[src/rtl/charmap_pkg.sv]
package charmap_pkg;

  typedef enum logic [2:0] {
    AREA_FLASH,
    AREA_GPTR,
    AREA_GROW,
    AREA_CHAR,
    AREA_CTRL
  } area_e;

  localparam logic [7:0] BLANK_CODE = 8'h20;

  // Area decode: the flash select overrides the two mode bits.
  function automatic area_e decode_area(input logic fsel_n, input logic [1:0] mode);
    area_e sel;
    if (!fsel_n) begin
      sel = AREA_FLASH;
    end else begin
      case (mode)
        2'b00:   sel = AREA_GPTR;
        2'b01:   sel = AREA_GROW;
        2'b11:   sel = AREA_CHAR;
        default: sel = AREA_CTRL;
      endcase
    end
    return sel;
  endfunction

endpackage

[src/rtl/charmap_busif.sv]
module charmap_busif #(
  parameter int SYNC_STAGES = 2
) (
  input  logic clk,
  input  logic rst_n,
  input  logic ce_n,
  input  logic wr_n,
  input  logic rd_n,
  input  logic init_n,
  output logic wr_fire,
  output logic rd_active,
  output logic init_req
);

  localparam int NSIG = 4;

  logic [NSIG-1:0] raw;
  logic [NSIG-1:0] chain_q [SYNC_STAGES];
  logic [NSIG-1:0] chain_d [SYNC_STAGES];
  logic [NSIG-1:0] sync;
  logic            wr_prev_q, ce_prev_q;

  assign raw = {init_n, rd_n, wr_n, ce_n};

  always_comb begin
    chain_d[0] = raw;
    for (int s = 1; s < SYNC_STAGES; s++) chain_d[s] = chain_q[s-1];
  end

  always_ff @(posedge clk or negedge rst_n) begin
    if (!rst_n) begin
      for (int s = 0; s < SYNC_STAGES; s++) chain_q[s] <= '1;
      wr_prev_q <= 1'b1;
      ce_prev_q <= 1'b1;
    end else begin
      for (int s = 0; s < SYNC_STAGES; s++) chain_q[s] <= chain_d[s];
      wr_prev_q <= sync[1];
      ce_prev_q <= sync[0];
    end
  end

  assign sync      = chain_q[SYNC_STAGES-1];
  // Rising write strobe while chip enable was low on the previous sample.
  assign wr_fire   = sync[1] & ~wr_prev_q & ~ce_prev_q;
  assign rd_active = ~sync[0] & ~sync[2];
  assign init_req  = ~sync[3];

endmodule

[src/rtl/charmap_seq.sv]
module charmap_seq #(
  parameter int TICKS = 3
) (
  input  logic clk,
  input  logic rst_n,
  input  logic init_req,
  input  logic clr_cmd,
  input  logic tick,
  output logic busy,
  output logic init_clr,
  output logic done
);

  localparam int CW = $clog2(TICKS + 1);

  typedef enum logic [1:0] {SQ_IDLE, SQ_HOLD, SQ_WAIT} sq_e;

  sq_e           state_q, state_d;
  logic [CW-1:0] cnt_q, cnt_d;

  always_comb begin
    state_d = state_q;
    cnt_d   = cnt_q;
    done    = 1'b0;
    case (state_q)
      SQ_IDLE: begin
        if (clr_cmd) begin
          state_d = SQ_WAIT;
          cnt_d   = '0;
        end
      end
      SQ_HOLD: begin
        cnt_d = '0;
        if (!init_req) state_d = SQ_WAIT;
      end
      SQ_WAIT: begin
        if (tick) begin
          if (cnt_q == CW'(TICKS - 1)) begin
            state_d = SQ_IDLE;
            cnt_d   = '0;
            done    = 1'b1;
          end else begin
            cnt_d = cnt_q + 1'b1;
          end
        end
      end
      default: state_d = SQ_IDLE;
    endcase
    if (init_req) begin
      state_d = SQ_HOLD;
      cnt_d   = '0;
      done    = 1'b0;
    end
  end

  always_ff @(posedge clk or negedge rst_n) begin
    if (!rst_n) begin
      state_q <= SQ_IDLE;
      cnt_q   <= '0;
    end else begin
      state_q <= state_d;
      cnt_q   <= cnt_d;
    end
  end

  assign busy     = (state_q != SQ_IDLE);
  assign init_clr = (state_q == SQ_HOLD);

endmodule

[src/rtl/charmap_store.sv]
module charmap_store
  import charmap_pkg::*;
#(
  parameter int DIGITS = 8,
  parameter int GLYPHS = 16,
  parameter int ROWS   = 7,
  parameter int COLS   = 5,
  localparam int DIG_W = $clog2(DIGITS),
  localparam int GA_W  = $clog2(GLYPHS),
  localparam int ROW_W = $clog2(ROWS + 1)
) (
  input  logic             clk,
  input  logic             rst_n,
  input  logic             wr_ok,
  input  area_e            area,
  input  logic [DIG_W-1:0] pos,
  input  logic [ROW_W-1:0] row,
  input  logic [7:0]       wdata,
  input  logic             init_clr,
  input  logic             clr_cmd,
  input  logic             clr_done,
  input  logic             st_done,
  input  logic             st_pass,
  input  logic [DIG_W-1:0] disp_digit,
  input  logic [GA_W-1:0]  gl_sel,
  input  logic [ROW_W-1:0] gl_row,
  output logic [7:0]       rd_word,
  output logic [7:0]       disp_char,
  output logic             disp_flash,
  output logic [COLS-1:0]  gl_cols,
  output logic [7:0]       ctrl_word
);

  localparam int GI_W    = $clog2(GLYPHS * ROWS + 1);
  localparam int CTRL_RO = 5;
  localparam int CTRL_CL = 7;

  logic [DIGITS-1:0][7:0] char_q, char_d;
  logic [DIGITS-1:0]      flash_q, flash_d;
  logic [GA_W-1:0]        gptr_q, gptr_d;
  logic [7:0]             ctrl_q, ctrl_d;
  logic [COLS-1:0]        glyph_q [GLYPHS*ROWS];

  logic            host_row_ok, disp_row_ok, glyph_we;
  logic [GI_W-1:0] host_gidx, disp_gidx;

  assign host_row_ok = (int'(row) < ROWS);
  assign disp_row_ok = (int'(gl_row) < ROWS);
  assign host_gidx   = GI_W'(gptr_q) * GI_W'(ROWS) + GI_W'(row);
  assign disp_gidx   = GI_W'(gl_sel) * GI_W'(ROWS) + GI_W'(gl_row);
  assign glyph_we    = wr_ok && (area == AREA_GROW) && host_row_ok;

  // Next-state for the resettable storage.
  always_comb begin
    char_d  = char_q;
    flash_d = flash_q;
    gptr_d  = gptr_q;
    ctrl_d  = ctrl_q;
    if (init_clr) begin
      char_d  = {DIGITS{BLANK_CODE}};
      flash_d = '0;
      ctrl_d  = '0;
    end else begin
      if (wr_ok) begin
        case (area)
          AREA_FLASH: flash_d[pos] = wdata[0];
          AREA_GPTR:  gptr_d       = wdata[GA_W-1:0];
          AREA_CHAR:  char_d[pos]  = wdata;
          AREA_CTRL: begin
            ctrl_d          = wdata;
            ctrl_d[CTRL_RO] = ctrl_q[CTRL_RO];
          end
          default: ;
        endcase
      end
      if (clr_cmd) begin
        char_d  = {DIGITS{BLANK_CODE}};
        flash_d = '0;
      end
      if (clr_done) ctrl_d[CTRL_CL] = 1'b0;
      if (st_done)  ctrl_d[CTRL_RO] = st_pass;
    end
  end

  always_ff @(posedge clk or negedge rst_n) begin
    if (!rst_n) begin
      char_q  <= {DIGITS{BLANK_CODE}};
      flash_q <= '0;
      gptr_q  <= '0;
      ctrl_q  <= '0;
    end else begin
      char_q  <= char_d;
      flash_q <= flash_d;
      gptr_q  <= gptr_d;
      ctrl_q  <= ctrl_d;
    end
  end

  // Glyph memory: write-enabled array, not reset.
  always_ff @(posedge clk) begin
    if (glyph_we) glyph_q[host_gidx] <= wdata[COLS-1:0];
  end

  // Host read multiplexer.
  always_comb begin
    rd_word = '0;
    case (area)
      AREA_FLASH: rd_word[0]        = flash_q[pos];
      AREA_GPTR:  rd_word[GA_W-1:0] = gptr_q;
      AREA_GROW:  if (host_row_ok) rd_word[COLS-1:0] = glyph_q[host_gidx];
      AREA_CHAR:  rd_word           = char_q[pos];
      AREA_CTRL:  rd_word           = ctrl_q;
      default:    rd_word           = '0;
    endcase
  end

  assign disp_char  = char_q[disp_digit];
  assign disp_flash = flash_q[disp_digit];
  assign gl_cols    = disp_row_ok ? glyph_q[disp_gidx] : '0;
  assign ctrl_word  = ctrl_q;

endmodule

[src/rtl/charmap_regs.sv]
module charmap_regs
  import charmap_pkg::*;
#(
  parameter int DIGITS      = 8,
  parameter int GLYPHS      = 16,
  parameter int ROWS        = 7,
  parameter int COLS        = 5,
  parameter int SEQ_TICKS   = 3,
  parameter int SYNC_STAGES = 2,
  localparam int DIG_W      = $clog2(DIGITS),
  localparam int GA_W       = $clog2(GLYPHS),
  localparam int ROW_W      = $clog2(ROWS + 1)
) (
  input  logic             clk,
  input  logic             rst_n,
  input  logic             bus_ce_n,
  input  logic             bus_wr_n,
  input  logic             bus_rd_n,
  input  logic             bus_fsel_n,
  input  logic [4:0]       bus_addr,
  input  logic [7:0]       bus_wdata,
  output logic [7:0]       bus_rdata,
  output logic             bus_rdata_oe,
  input  logic             init_n,
  input  logic             dclk_tick,
  input  logic             st_active,
  input  logic             st_done,
  input  logic             st_pass,
  output logic             busy,
  output logic             drop_err,
  output logic [7:0]       ctrl_word,
  input  logic [DIG_W-1:0] disp_digit,
  output logic [7:0]       disp_char,
  output logic             disp_flash,
  input  logic [GA_W-1:0]  gl_sel,
  input  logic [ROW_W-1:0] gl_row,
  output logic [COLS-1:0]  gl_cols
);

  area_e      area;
  logic       wr_fire, rd_active, init_req;
  logic       seq_busy, init_clr, seq_done;
  logic       wr_ok, clr_cmd;
  logic       err_q, err_d;
  logic [7:0] rd_word;

  charmap_busif #(.SYNC_STAGES(SYNC_STAGES)) u_busif (
    .clk       (clk),
    .rst_n     (rst_n),
    .ce_n      (bus_ce_n),
    .wr_n      (bus_wr_n),
    .rd_n      (bus_rd_n),
    .init_n    (init_n),
    .wr_fire   (wr_fire),
    .rd_active (rd_active),
    .init_req  (init_req)
  );

  assign area    = decode_area(bus_fsel_n, bus_addr[4:3]);
  assign busy    = seq_busy | st_active;
  assign wr_ok   = wr_fire & ~busy;
  assign clr_cmd = wr_ok & (area == AREA_CTRL) & bus_wdata[7];

  charmap_seq #(.TICKS(SEQ_TICKS)) u_seq (
    .clk      (clk),
    .rst_n    (rst_n),
    .init_req (init_req),
    .clr_cmd  (clr_cmd),
    .tick     (dclk_tick),
    .busy     (seq_busy),
    .init_clr (init_clr),
    .done     (seq_done)
  );

  charmap_store #(
    .DIGITS (DIGITS),
    .GLYPHS (GLYPHS),
    .ROWS   (ROWS),
    .COLS   (COLS)
  ) u_store (
    .clk        (clk),
    .rst_n      (rst_n),
    .wr_ok      (wr_ok),
    .area       (area),
    .pos        (bus_addr[DIG_W-1:0]),
    .row        (bus_addr[ROW_W-1:0]),
    .wdata      (bus_wdata),
    .init_clr   (init_clr),
    .clr_cmd    (clr_cmd),
    .clr_done   (seq_done),
    .st_done    (st_done),
    .st_pass    (st_pass),
    .disp_digit (disp_digit),
    .gl_sel     (gl_sel),
    .gl_row     (gl_row),
    .rd_word    (rd_word),
    .disp_char  (disp_char),
    .disp_flash (disp_flash),
    .gl_cols    (gl_cols),
    .ctrl_word  (ctrl_word)
  );

  // Sticky record of discarded writes, cleared by initialise.
  always_comb begin
    err_d = err_q | (wr_fire & busy);
    if (init_clr) err_d = 1'b0;
  end

  always_ff @(posedge clk or negedge rst_n) begin
    if (!rst_n) err_q <= 1'b0;
    else        err_q <= err_d;
  end

  assign drop_err     = err_q;
  assign bus_rdata_oe = rd_active;
  assign bus_rdata    = rd_active ? rd_word : 8'h00;

endmodule

[config.mk]
export PLATFORM = sky130hd
export DESIGN_NAME = charmap_regs
export DESIGN_NICKNAME = d
export VERILOG_FILES = /design/src/rtl/charmap_pkg.sv /design/src/rtl/charmap_busif.sv /design/src/rtl/charmap_seq.sv /design/src/rtl/charmap_store.sv /design/src/rtl/charmap_regs.sv
export SDC_FILE = /design/constraint.sdc
export NUM_CORES = 1
export LEC_CHECK = 0
export BUFFER_PORTS_ARGS = -buffer_cell sky130_fd_sc_hd__buf_2
export CAP_MARGIN = 20
export CORE_MARGIN = 1.5
export CORE_UTILIZATION = 63
export DETAILED_ROUTE_END_ITERATION = 8
export PLACE_DENSITY = 0.8
export SYNTH_ARGS = -nofsm -noshare
export SYNTH_HDL_FRONTEND = slang
export SYNTH_SLANG_ARGS = --single-unit
[constraint.sdc]
create_clock -name clk -period 4.3 [get_ports clk]
set_input_delay 0.215 -clock clk [delete_from_list [all_inputs] [get_ports clk]]
set_output_delay 0.215 -clock clk [all_outputs]
set_load 0.03 [all_outputs]
==> run summary <==
Post-DP HPWL: 72200 um
Final Power: 18.9 mW
WL final: 106000 um
Hold Vio Cnt, Final: 0
Classification of the worst setup path: reg -> out
Reg2reg setup slack: 0.09 ns
Grt total ovfl: 0
Vias: 24300
Synth Area in Simple Gates: 7.40%
Top cell type's share of synthesized area: 50.8%
Die Area: 53900 um^2
Iter 0 DRT Violations: 3834
Crit path max fanout: 13
Post-synthesis adder-cell area fraction: 1.63%
DR vias/cell: 7.38
Worst-path clk slew: 0.06 ns
Register area share after synthesis: 58.4%
Layout area overhead: 18.0%
Max-Cap Viols: 0
DRC: 0
Placed Cells incl. Taps: 3153
Final Max Slew Viols: 0
Nature of the critical path startpoint: flip-flop
Setup Skew: 0.0138 ns
Min-Delay Path Depth: 4
Placed inst area: 36200 um^2
Die extent in x: 232 um
Synth top cells by count: edfxtp_1, mux4_2, nor2_1, nand2_1, mux2i_1
Worst r2r src: u_store.gptr_q[0]$_DFFE_PN0P_
CTS buffer count: 69
Largest family of logic cells by synthesized area: multiplexers
Post-Route Setup TNS: -3.74 ns
Syn Nets: 2335
DP Worst Slack: -0.373 ns
Die Ht: 232 um
1st-pass router iterations: 6
Largest net degree at the start of global routing: 91
Post-synth cell types: 81
Final Cycle Share: 119%
Violated checks: setup timing
Worst rel slew slack: 31.1%
Layout cells sized above 1: 33.3%
Ys async rst share: 15.0%
Rows: 83
Yosys reg bits: 659
Worst Path Required: 4.09 ns
Top-count cell post-synth: edfxtp_1
Prevailing post-synth register cell: edfxtp_1
WL met1: 36000 um
Final GP Congestion: 1.03
Pwr per Cell Area: 485 nW/um^2
Compound-cell area share of the yosys netlist: 8.31%
Util after Layout: 75.6%
Hold Slack: 0.0609 ns
Final antenna-violating net count: 0
Number of enable flip-flop cells after synthesis: 560
Antenna violations before repair: 3
R2R depth: 12
Most area-hungry cell type in the Yosys netlist: edfxtp_1
DR WL met2: 48700 um
Min Clock Period, post-route: 5.10 ns
Avg Cell Area, Syn: 14.6 um^2
Mapped Cells: 2264
Top post-synthesis cells by area: edfxtp_1, mux4_2, dfrtp_1
DR top layer: met5
Number of I/O pins: 67
Critical Path End Type: output pin
Status: finished with violations
Maximum vdd ir drop: 0.340 mV
WP data arrival: 4.89 ns
CORE AREA: 51600 um^2
H-tree depth: 3
Clk buf depth: 3
TritonCTS clock tree: yes
Setup ws final: -0.803 ns
Min-delay worst type: in -> reg
Mapped Area: 33100 um^2
Xor/xnor share of the synthesized area: 0.234%
Root Driver: clkbuf_16
Synth Warn #: 0
Fmax: 196 MHz
Hold Startpoint: st_active
Worst-skew pair later-pin latency: 0.61 ns
Worst-Margin Slew: 1.03 ns
Wirelength per Cell: 32.2 um
Proportion of synthesized area in mux cells: 20.9%
RSZ-0062 raised after global routing: true
Tot GR Track Use: 40.1%
Clock net sink count: 659
Fin nets: 2640
Setup crit start: u_store.gptr_q[0]$_DFFE_PN0P_
Starting Density: 64.1%
Port bufs: 66
DR WL met3: 14800 um
Setup violators final: 5
Finished Layout Cells: 3301
LEAKAGE: 14.1 nW
Wire length of the first global-routing pass: 156000 um
Vias in the first global route: 24100
Design area: 39000 um^2
==> worst paths after layout <==
check / endpoint
setup / recovery: bus_rdata[3]
hold / removal: drop_err$_DFF_PN0_
setup reg to reg: u_store.glyph_q[12][1]$_DFFE_PP_
hold reg to reg: u_busif.sync[0]$_DFF_PN1_
max in group asynchronous: drop_err$_DFF_PN0_
min in group asynchronous: u_store.char_q[62]$_DFFE_PN0P_
==> state kept, by name, indices dropped and copies added, names as in the netlist <==
| name | cells |
|---|---|
| u_store.flash_q | 8 |
| u_busif.sync | 4 |
| u_store.ctrl_word | 8 |
| u_store.glyph_q | 560 |
| u_seq.cnt_q | 2 |
| u_store.char_q | 64 |
| u_store.gptr_q | 4 |
| u_seq.state_q | 2 |
| u_busif.wr_prev_q | 1 |
| u_busif.chain_d | 4 |
| u_busif.ce_prev_q | 1 |
| drop_err | 1 |
==> critical path: stages, from the launching register on <==
cell	delay [ns]
dfrtp_1	0.40
fa_1	0.56
fa_2	0.46
fa_4	0.81
buf_12	0.16
buf_8	0.17
buf_6	0.16
mux4_2	0.31
mux2i_1	0.19
a32oi_1	0.12
a21oi_1	0.45
o41ai_2	0.14
buf_4	0.18
buf_6	0.14
==> cells in the final DEF, fill, tap and decap left out, types with 10 or more instances in the layout <==
| cell | Yosys | final |
|---|---|---|
| a211oi_1 | 14 | 14 |
| a21oi_1 | 59 | 51 |
| a22oi_1 | 16 | 16 |
| a32oi_1 | 15 | 10 |
| buf_12 | 3 | 33 |
| buf_2 | 44 | 55 |
| buf_4 | 33 | 281 |
| buf_6 | 8 | 15 |
| clkbuf_1 | 66 | 11 |
| clkbuf_16 | 0 | 72 |
| clkinv_1 | 0 | 10 |
| clkinv_2 | 0 | 12 |
| dfrtp_1 | 81 | 81 |
| dfstp_2 | 18 | 18 |
| dlygate4sd3_1 | 0 | 11 |
| edfxtp_1 | 560 | 560 |
| ha_1 | 27 | 22 |
| inv_1 | 32 | 30 |
| mux2_2 | 58 | 58 |
| mux2i_1 | 119 | 118 |
| mux4_2 | 214 | 214 |
| nand2_1 | 187 | 183 |
| nand2b_1 | 20 | 18 |
| nand3_1 | 56 | 56 |
| nor2_1 | 192 | 169 |
| nor2_2 | 2 | 23 |
| nor2b_1 | 14 | 13 |
| nor3_1 | 23 | 21 |
| o21a_1 | 10 | 10 |
| o21ai_0 | 96 | 86 |
| o221ai_1 | 26 | 21 |
| o22ai_1 | 76 | 74 |
| o31ai_1 | 14 | 14 |
==> layout make-up <==
class | instances | area (um^2)
antenna | 2 | 5.00
clock buffer | 84 | 1860
clock inverter | 37 | 329
fill | 2978 | 12600
inverter | 32 | 133
multi-input combinational | 1408 | 13200
sequential | 659 | 19300
tap | 680 | 851
timing repair buffer | 399 | 3380
==> layer usage <==
layer	global-route usage, %	vias to the layer above
li1	-	9655
met1	52.2	12000
met2	60.8	2220
met3	12.2	446
met4	21.7	4
met5	0	-
==> timing repair <==
item / in CTS / in global routing
hold buffers: 11 / 0
endpoints found under the hold margin: 70 / 0
buffers inserted: 11 / 2
pin swaps: 33 / 15
gates resized for setup: 73 / 42
endpoints found under the setup margin: 55 / 297
==> cell families after synthesis <==
kind of cell | count (synthesis)
simple gates | 554
xor+xnor | 8
flops | 659
fa+ha+maj | 37
compound gates | 408
mux | 401
buf+inv | 197
==> where the power goes <==
group | internal, mW | switching, mW | leakage, nW | total, mW
logic | 2.51 | 3.56 | 6.70 | 6.07
registers | 6.95 | 0.00905 | 6.35 | 6.96
clock network | 3.38 | 2.52 | 1.06 | 5.90
(Power assumes the default switching activity.)
